### config.mk
export PLATFORM = sky130hd
export DESIGN_NAME = pt_cluster_alloc
export DESIGN_NICKNAME = d
export VERILOG_FILES = /design/src/rtl/pt_alloc_pkg.sv /design/src/rtl/pt_cluster_or.sv /design/src/rtl/pt_alloc_ctrl.sv /design/src/rtl/pt_wide_chain.sv /design/src/rtl/pt_alloc_datapath.sv /design/src/rtl/pt_cluster_alloc.sv
export SDC_FILE = /design/constraint.sdc
export NUM_CORES = 1
export LEC_CHECK = 0
export BUFFER_PORTS_ARGS = -buffer_cell sky130_fd_sc_hd__buf_4
export CORE_AREA = 2 2 78 80
export DETAILED_ROUTE_END_ITERATION = 6
export DIE_AREA = 0 0 80 82
export PLACE_DENSITY = 0.82
export SYNTH_ARGS = -nofsm -noshare
export SYNTH_HDL_FRONTEND = slang
export SYNTH_SLANG_ARGS = --single-unit
### constraint.sdc
create_clock -name vclk -period 3.24
set_input_delay 0.648 -clock vclk [all_inputs]
set_output_delay 0.648 -clock vclk [all_outputs]
set_load 0.01 [all_outputs]
### src/rtl/pt_alloc_pkg.sv
package pt_alloc_pkg;

  // Per-slice configuration field layout (bit positions inside one field).
  localparam int CFG_TO_SELF  = 0;  // cluster joins own steered sum
  localparam int CFG_TO_PREV  = 1;  // cluster goes to slice n-1
  localparam int CFG_TO_PREV2 = 2;  // cluster goes to slice n-2
  localparam int CFG_TO_NEXT  = 3;  // cluster goes to slice n+1
  localparam int CFG_WIDE     = 4;  // accept chain sum of slice n-4
  localparam int CFG_FAST     = 5;  // fast path: own cluster only
  localparam int CFG_W        = 6;

  // Strobes from the decode to the datapath, one set per slice.
  typedef struct packed {
    logic bypass;    // drive own cluster OR to the macrocell
    logic takeWide;  // OR in the chain sum from the slice below by the wide step
    logic takeDn1;   // cluster n-1 arrives here
    logic takeUp2;   // cluster n+2 arrives here
    logic takeUp1;   // cluster n+1 arrives here
    logic takeSelf;  // own cluster joins the steered sum
  } sliceStrobe_t;

endpackage

### src/rtl/pt_cluster_or.sv
module pt_cluster_or #(
  parameter int WIDTH = 5
) (
  input  logic [WIDTH-1:0] terms,
  output logic             anyHit
);

  // Balanced reduction of one cluster's product terms.
  assign anyHit = |terms;

endmodule

### src/rtl/pt_alloc_ctrl.sv
module pt_alloc_ctrl
  import pt_alloc_pkg::*;
#(
  parameter int NUM_SLICES = 16,
  parameter int WIDE_STEP  = 4,
  localparam int CFG_TOTAL = NUM_SLICES * CFG_W
) (
  input  logic [CFG_TOTAL-1:0]              cfgBus,
  output sliceStrobe_t [NUM_SLICES-1:0]     strobes,
  output logic                              routeErr
);

  logic [NUM_SLICES-1:0] conflict;

  for (genvar n = 0; n < NUM_SLICES; n++) begin : g_slice
    localparam int BASE = n * CFG_W;

    logic fromNext;
    logic fromNext2;
    logic fromPrev;
    logic wideOk;
    logic [4:0] destBits;

    // Cluster n+1 routed downward by one.
    if (n + 1 < NUM_SLICES) begin : g_nx
      assign fromNext = cfgBus[(n + 1) * CFG_W + CFG_TO_PREV];
    end else begin : g_nx_none
      assign fromNext = 1'b0;
    end

    // Cluster n+2 routed downward by two.
    if (n + 2 < NUM_SLICES) begin : g_nx2
      assign fromNext2 = cfgBus[(n + 2) * CFG_W + CFG_TO_PREV2];
    end else begin : g_nx2_none
      assign fromNext2 = 1'b0;
    end

    // Cluster n-1 routed upward by one.
    if (n >= 1) begin : g_pv
      assign fromPrev = cfgBus[(n - 1) * CFG_W + CFG_TO_NEXT];
    end else begin : g_pv_none
      assign fromPrev = 1'b0;
    end

    // Wide input exists only when a slice lies a full step below.
    if (n >= WIDE_STEP) begin : g_wd
      assign wideOk = cfgBus[BASE + CFG_WIDE];
    end else begin : g_wd_none
      assign wideOk = 1'b0;
    end

    assign strobes[n] = '{
      bypass:   cfgBus[BASE + CFG_FAST],
      takeWide: wideOk,
      takeDn1:  fromPrev,
      takeUp2:  fromNext2,
      takeUp1:  fromNext,
      takeSelf: cfgBus[BASE + CFG_TO_SELF]
    };

    // Every destination a cluster can be claimed by.
    assign destBits = {cfgBus[BASE + CFG_FAST],
                       cfgBus[BASE + CFG_TO_NEXT],
                       cfgBus[BASE + CFG_TO_PREV2],
                       cfgBus[BASE + CFG_TO_PREV],
                       cfgBus[BASE + CFG_TO_SELF]};

    assign conflict[n] = ($countones(destBits) > 1);
  end

  // The wide bits of the lowest slices carry no route and are not decoded.
  if (WIDE_STEP > 0) begin : g_lowwide
    logic [WIDE_STEP-1:0] idleWide;
    for (genvar k = 0; k < WIDE_STEP; k++) begin : g_bit
      assign idleWide[k] = cfgBus[k * CFG_W + CFG_WIDE];
    end
    logic unusedWide;
    assign unusedWide = &{1'b0, idleWide};
  end

  assign routeErr = |conflict;

endmodule

### src/rtl/pt_wide_chain.sv
module pt_wide_chain #(
  parameter int NUM_SLICES = 16,
  parameter int WIDE_STEP  = 4
) (
  input  logic [NUM_SLICES-1:0] steered,
  input  logic [NUM_SLICES-1:0] takeWide,
  output logic [NUM_SLICES-1:0] chainSum
);

  // Ripple of OR stages, WIDE_STEP slices apart; lower slices settle first.
  always_comb begin
    chainSum = '0;
    for (int n = 0; n < NUM_SLICES; n++) begin
      if (n >= WIDE_STEP) begin
        chainSum[n] = steered[n] |
                      (takeWide[n] & chainSum[(n >= WIDE_STEP) ? n - WIDE_STEP : 0]);
      end else begin
        chainSum[n] = steered[n];
      end
    end
  end

endmodule

### src/rtl/pt_alloc_datapath.sv
module pt_alloc_datapath
  import pt_alloc_pkg::*;
#(
  parameter int NUM_SLICES  = 16,
  parameter int CLUSTER_PTS = 5,
  parameter int WIDE_STEP   = 4,
  localparam int NUM_PTS    = NUM_SLICES * CLUSTER_PTS,
  localparam int PAD_W      = NUM_SLICES + 3
) (
  input  logic [NUM_PTS-1:0]            ptIn,
  input  sliceStrobe_t [NUM_SLICES-1:0] strobes,
  output logic [NUM_SLICES-1:0]         mcSum
);

  logic [NUM_SLICES-1:0] clusterHit;
  logic [NUM_SLICES-1:0] steered;
  logic [NUM_SLICES-1:0] wideSel;
  logic [NUM_SLICES-1:0] chainSum;
  logic [PAD_W-1:0]      hitPad;

  for (genvar n = 0; n < NUM_SLICES; n++) begin : g_cluster
    pt_cluster_or #(.WIDTH(CLUSTER_PTS)) u_or (
      .terms  (ptIn[n * CLUSTER_PTS +: CLUSTER_PTS]),
      .anyHit (clusterHit[n])
    );
  end

  // Cluster i sits at hitPad[i+1]; the pad bits stand for absent slices.
  assign hitPad = {2'b00, clusterHit, 1'b0};

  for (genvar n = 0; n < NUM_SLICES; n++) begin : g_steer
    assign steered[n] = (strobes[n].takeSelf & hitPad[n + 1]) |
                        (strobes[n].takeUp1  & hitPad[n + 2]) |
                        (strobes[n].takeUp2  & hitPad[n + 3]) |
                        (strobes[n].takeDn1  & hitPad[n]);
    assign wideSel[n] = strobes[n].takeWide;
  end

  pt_wide_chain #(
    .NUM_SLICES (NUM_SLICES),
    .WIDE_STEP  (WIDE_STEP)
  ) u_chain (
    .steered  (steered),
    .takeWide (wideSel),
    .chainSum (chainSum)
  );

  for (genvar n = 0; n < NUM_SLICES; n++) begin : g_out
    assign mcSum[n] = strobes[n].bypass ? clusterHit[n] : chainSum[n];
  end

endmodule

### src/rtl/pt_cluster_alloc.sv
module pt_cluster_alloc
  import pt_alloc_pkg::*;
#(
  parameter int NUM_SLICES  = 16,
  parameter int CLUSTER_PTS = 5,
  parameter int WIDE_STEP   = 4,
  localparam int NUM_PTS    = NUM_SLICES * CLUSTER_PTS,
  localparam int CFG_TOTAL  = NUM_SLICES * CFG_W
) (
  input  logic [CFG_TOTAL-1:0]  cfgBus,
  input  logic [NUM_PTS-1:0]    ptIn,
  input  logic [2:0]            sharedPtIn,
  output logic [NUM_SLICES-1:0] mcSum,
  output logic                  sharedClk,
  output logic                  sharedInit,
  output logic                  sharedOe,
  output logic                  routeErr
);

  sliceStrobe_t [NUM_SLICES-1:0] strobes;

  pt_alloc_ctrl #(
    .NUM_SLICES (NUM_SLICES),
    .WIDE_STEP  (WIDE_STEP)
  ) u_ctrl (
    .cfgBus   (cfgBus),
    .strobes  (strobes),
    .routeErr (routeErr)
  );

  pt_alloc_datapath #(
    .NUM_SLICES  (NUM_SLICES),
    .CLUSTER_PTS (CLUSTER_PTS),
    .WIDE_STEP   (WIDE_STEP)
  ) u_dp (
    .ptIn    (ptIn),
    .strobes (strobes),
    .mcSum   (mcSum)
  );

  // Shared terms bypass the summing fabric entirely.
  assign sharedClk  = sharedPtIn[0];
  assign sharedInit = sharedPtIn[1];
  assign sharedOe   = sharedPtIn[2];

endmodule

==> impl_results.md <==
- Net Sw Frac: 43.8%
- Internal Power: 0.316 mW
- Core Region: 5750 sq um
- Share of power burned in registers: 0%
- Clock Buffer Count: 0
- Worst path max stage delay: 0.51 ns
- Synthesized area: 2150 sq um
- Crit path capture type: output pin
- # diodes: 0
- Final Hold Fails: 0
- Max-cap violations: 0
- Sequence of cells on the critical path: buf_4 > ha_4 > ha_4 > a21oi_4 > fa_1 > nand4_1 > nor4_2 > nand2_1 > buf_6
- Share of cells above drive strength 1: 51.7%
- VDD IR max: 0.0713 mV
- NetSw: 0.246 mW
- IO buf count: 189
- Iteration-0 DRC Markers: 92
- Met3 routed WL: 649 microns
- Max-slew headroom: 71.3%
- Netlist cell types: 33
- Synthesis-to-layout area growth: 92.3%
- Avg WL per Cell: 16.4 microns
- Detail Route Antenna Nets: 0
- Via count: 3112
- RSZ-0062 raised after global routing: yes
- FMAX: 309 MHz
- Vias in the first global route: 2963
- DR WL met2: 5.00 mm
- Syn_nets: 530
- Sequential standard cell area: 0 sq um
- Highest metal used: met4
- Seq/Total Area, Yosys: 0%
- Cell count after synthesis: 287
- Final Max Tran Viols: 0
- Initial antenna violation count: 0
- CP Class: in -> out
- Syn Area/Cell: 7.49 sq um
- Crit path DAT: 2.59 ns
- Top cell type by total area after synthesis: ha_1
- Status: completed
- Global-route wire length before repair: 12.7 mm
- First-pass DRT Iterations: 5
- Initial core utilization: 37.4%
- Final setup viols: 0
- GRT Util Overall: 24.0%
- Residual DRC count: 0
- Placement Setup Slack: -0.178 ns
- Yosys warnings: 0
- Total power: 0.562 mW
- Pin count of the biggest net entering global routing: 6
- Hold Crit Class: in -> out
- CP Launch Type: primary input
- Pwr dens: 136 nW/um^2
- Top post-synthesis cells by area: ha_1 28%, fa_1 15%, o21ai_0 12%, inv_1 6.6%, a21oi_1 6.1%
- Final min period: 3.23 ns
- Site row count: 28
- Met1 wire length: 3.33 mm
- CP max stage cell: fa_1
- Via density per instance: 5.54
- Layout net count: 732
- Worst slew pin tran: 0.431 ns
- Die width: 80 microns
- Top cell type's share of synthesized area: 28.0%
- Die area: 6560 sq um
- Post-Route WL: 9.20 mm
- Clk pwr share: 0%
- Logic pwr share: 100.0%
- Crit-path most repeated cell: ha_4
- Endpoint required time on the critical path: 2.59 ns
- Seq cells: 0
- Fin util: 71.9%
- HPWL Detailed: 7.74 mm
- Height of the die: 82 microns
- Crit Path Max Fanout: 2
- GRT overflow: 0
- Placer Congestion: 0.797
- Setup ws final: 0.00560 ns
- Final period util: 99.8%
- Leakage: 1.83 nW
- I/O pin total: 199
- Hold buffers post-CTS: 0
==> area by class of cell <==
| type | instances | area, sq um |
|---|---|---|
| multi-input combinational | 246 | 2340 |
| fill | 478 | 1620 |
| timing repair buffer | 203 | 1550 |
| inverter | 38 | 143 |
| tap | 75 | 93.8 |
==> stage by stage <==
step	hold slack, ns	cell area [sq um]	std cells	setup TNS [ns]
after global routing	1.30	4130	562	-0.105
after global placement	1.30	3750	563	-0.173
after detailed placement	1.30	3750	563	-0.178
final	1.30	4130	562	0
after floorplan	1.37	2150	287	0
after CTS	1.30	3750	562	0
==> cell usage after synthesis <==
cell type	n
a211oi_1	1
a21o_1	2
a21oi_1	26
a311oi_1	1
a31o_2	1
a31oi_1	1
a41oi_1	1
a41oi_2	1
and3_1	1
buf_4	3
fa_1	16
ha_1	48
inv_1	38
mux2i_1	1
nand2_1	10
nand2b_1	1
nand3_1	2
nand4_1	18
nor2_1	17
nor2b_1	1
nor3_1	5
nor4_1	2
o211ai_1	4
o21a_1	1
o21ai_0	53
o21ai_1	4
o21ai_2	3
o21ai_4	1
o22ai_1	5
o31a_1	2
or2_1	1
or4_1	8
or4_4	8
==> per-layer routing <==
layer	up-vias	global-route usage, %
li1	1485	-
met1	1450	27.8
met2	153	48.6
met3	24	1.76
met4	0	3.56
met5	-	0
==> power by group through the flow <==
stage	clock network, mW	registers, mW	logic, mW
after floorplan	0	0	0.197
after global placement	0	0	0.447
after detailed placement	0	0	0.468
after CTS	0	0	0.472
after global routing	0	0	0.624
final	0	0	0.562
==> kinds of logic (layout without fill, tap and decap cells) <==
| kind of cell | count (synthesis) | in the layout | share of synthesized area [%] |
|---|---|---|---|
| adders and majority gates | 64 | 64 | 42.9 |
| muxes | 1 | 1 | 0.466 |
| buffers and inverters | 41 | 241 | 7.69 |
| AOI/OAI and AO/OA | 107 | 107 | 28.7 |
| and+or+nand+nor | 74 | 74 | 20.3 |
==> worst paths after layout <==
path,from,end,slack (ns),cells past startpoint
setup / recovery,cfgBus[80],routeErr,0.006,9
hold / removal,sharedPtIn[2],sharedOe,1.30,0
==> layout by cell type (no fill, tap or decap), types with 2 or more instances in the layout <==
cell | synthesis | final
ha_4 | 0 | 23
buf_4 | 3 | 195
nand3_1 | 2 | 2
o31a_1 | 2 | 2
a41oi_2 | 1 | 2
or4_4 | 8 | 8
o21ai_2 | 3 | 3
nand4_1 | 18 | 18
ha_1 | 48 | 25
nand2_1 | 10 | 10
o22ai_1 | 5 | 5
nor4_2 | 0 | 2
o21ai_1 | 4 | 4
fa_1 | 16 | 16
a21o_1 | 2 | 2
or4_1 | 8 | 8
nor2_1 | 17 | 17
nor3_1 | 5 | 5
a21oi_4 | 0 | 2
inv_1 | 38 | 38
a21oi_1 | 26 | 17
buf_6 | 0 | 8
o211ai_1 | 4 | 4
a21oi_2 | 0 | 7
o21ai_0 | 53 | 53
==> worst max-delay path: cells and delay by family <==
kind | cells | cell delay, ns
adder cells (fa/ha/maj) | 3 | 1.00
AO/OA/AOI/OAI | 1 | 0.05
buffers and inverters | 2 | 0.27
AND/OR/NAND/NOR | 3 | 0.62
==> repair_timing <==
| item | CTS | global route |
|---|---|---|
| setup endpoints to repair | 1 | 2 |
| pin swaps | 1 | 26 |
| buffers inserted | 0 | 0 |
| resized for setup | 1 | 44 |
Note: power is estimated with default switching activity, not from simulation.
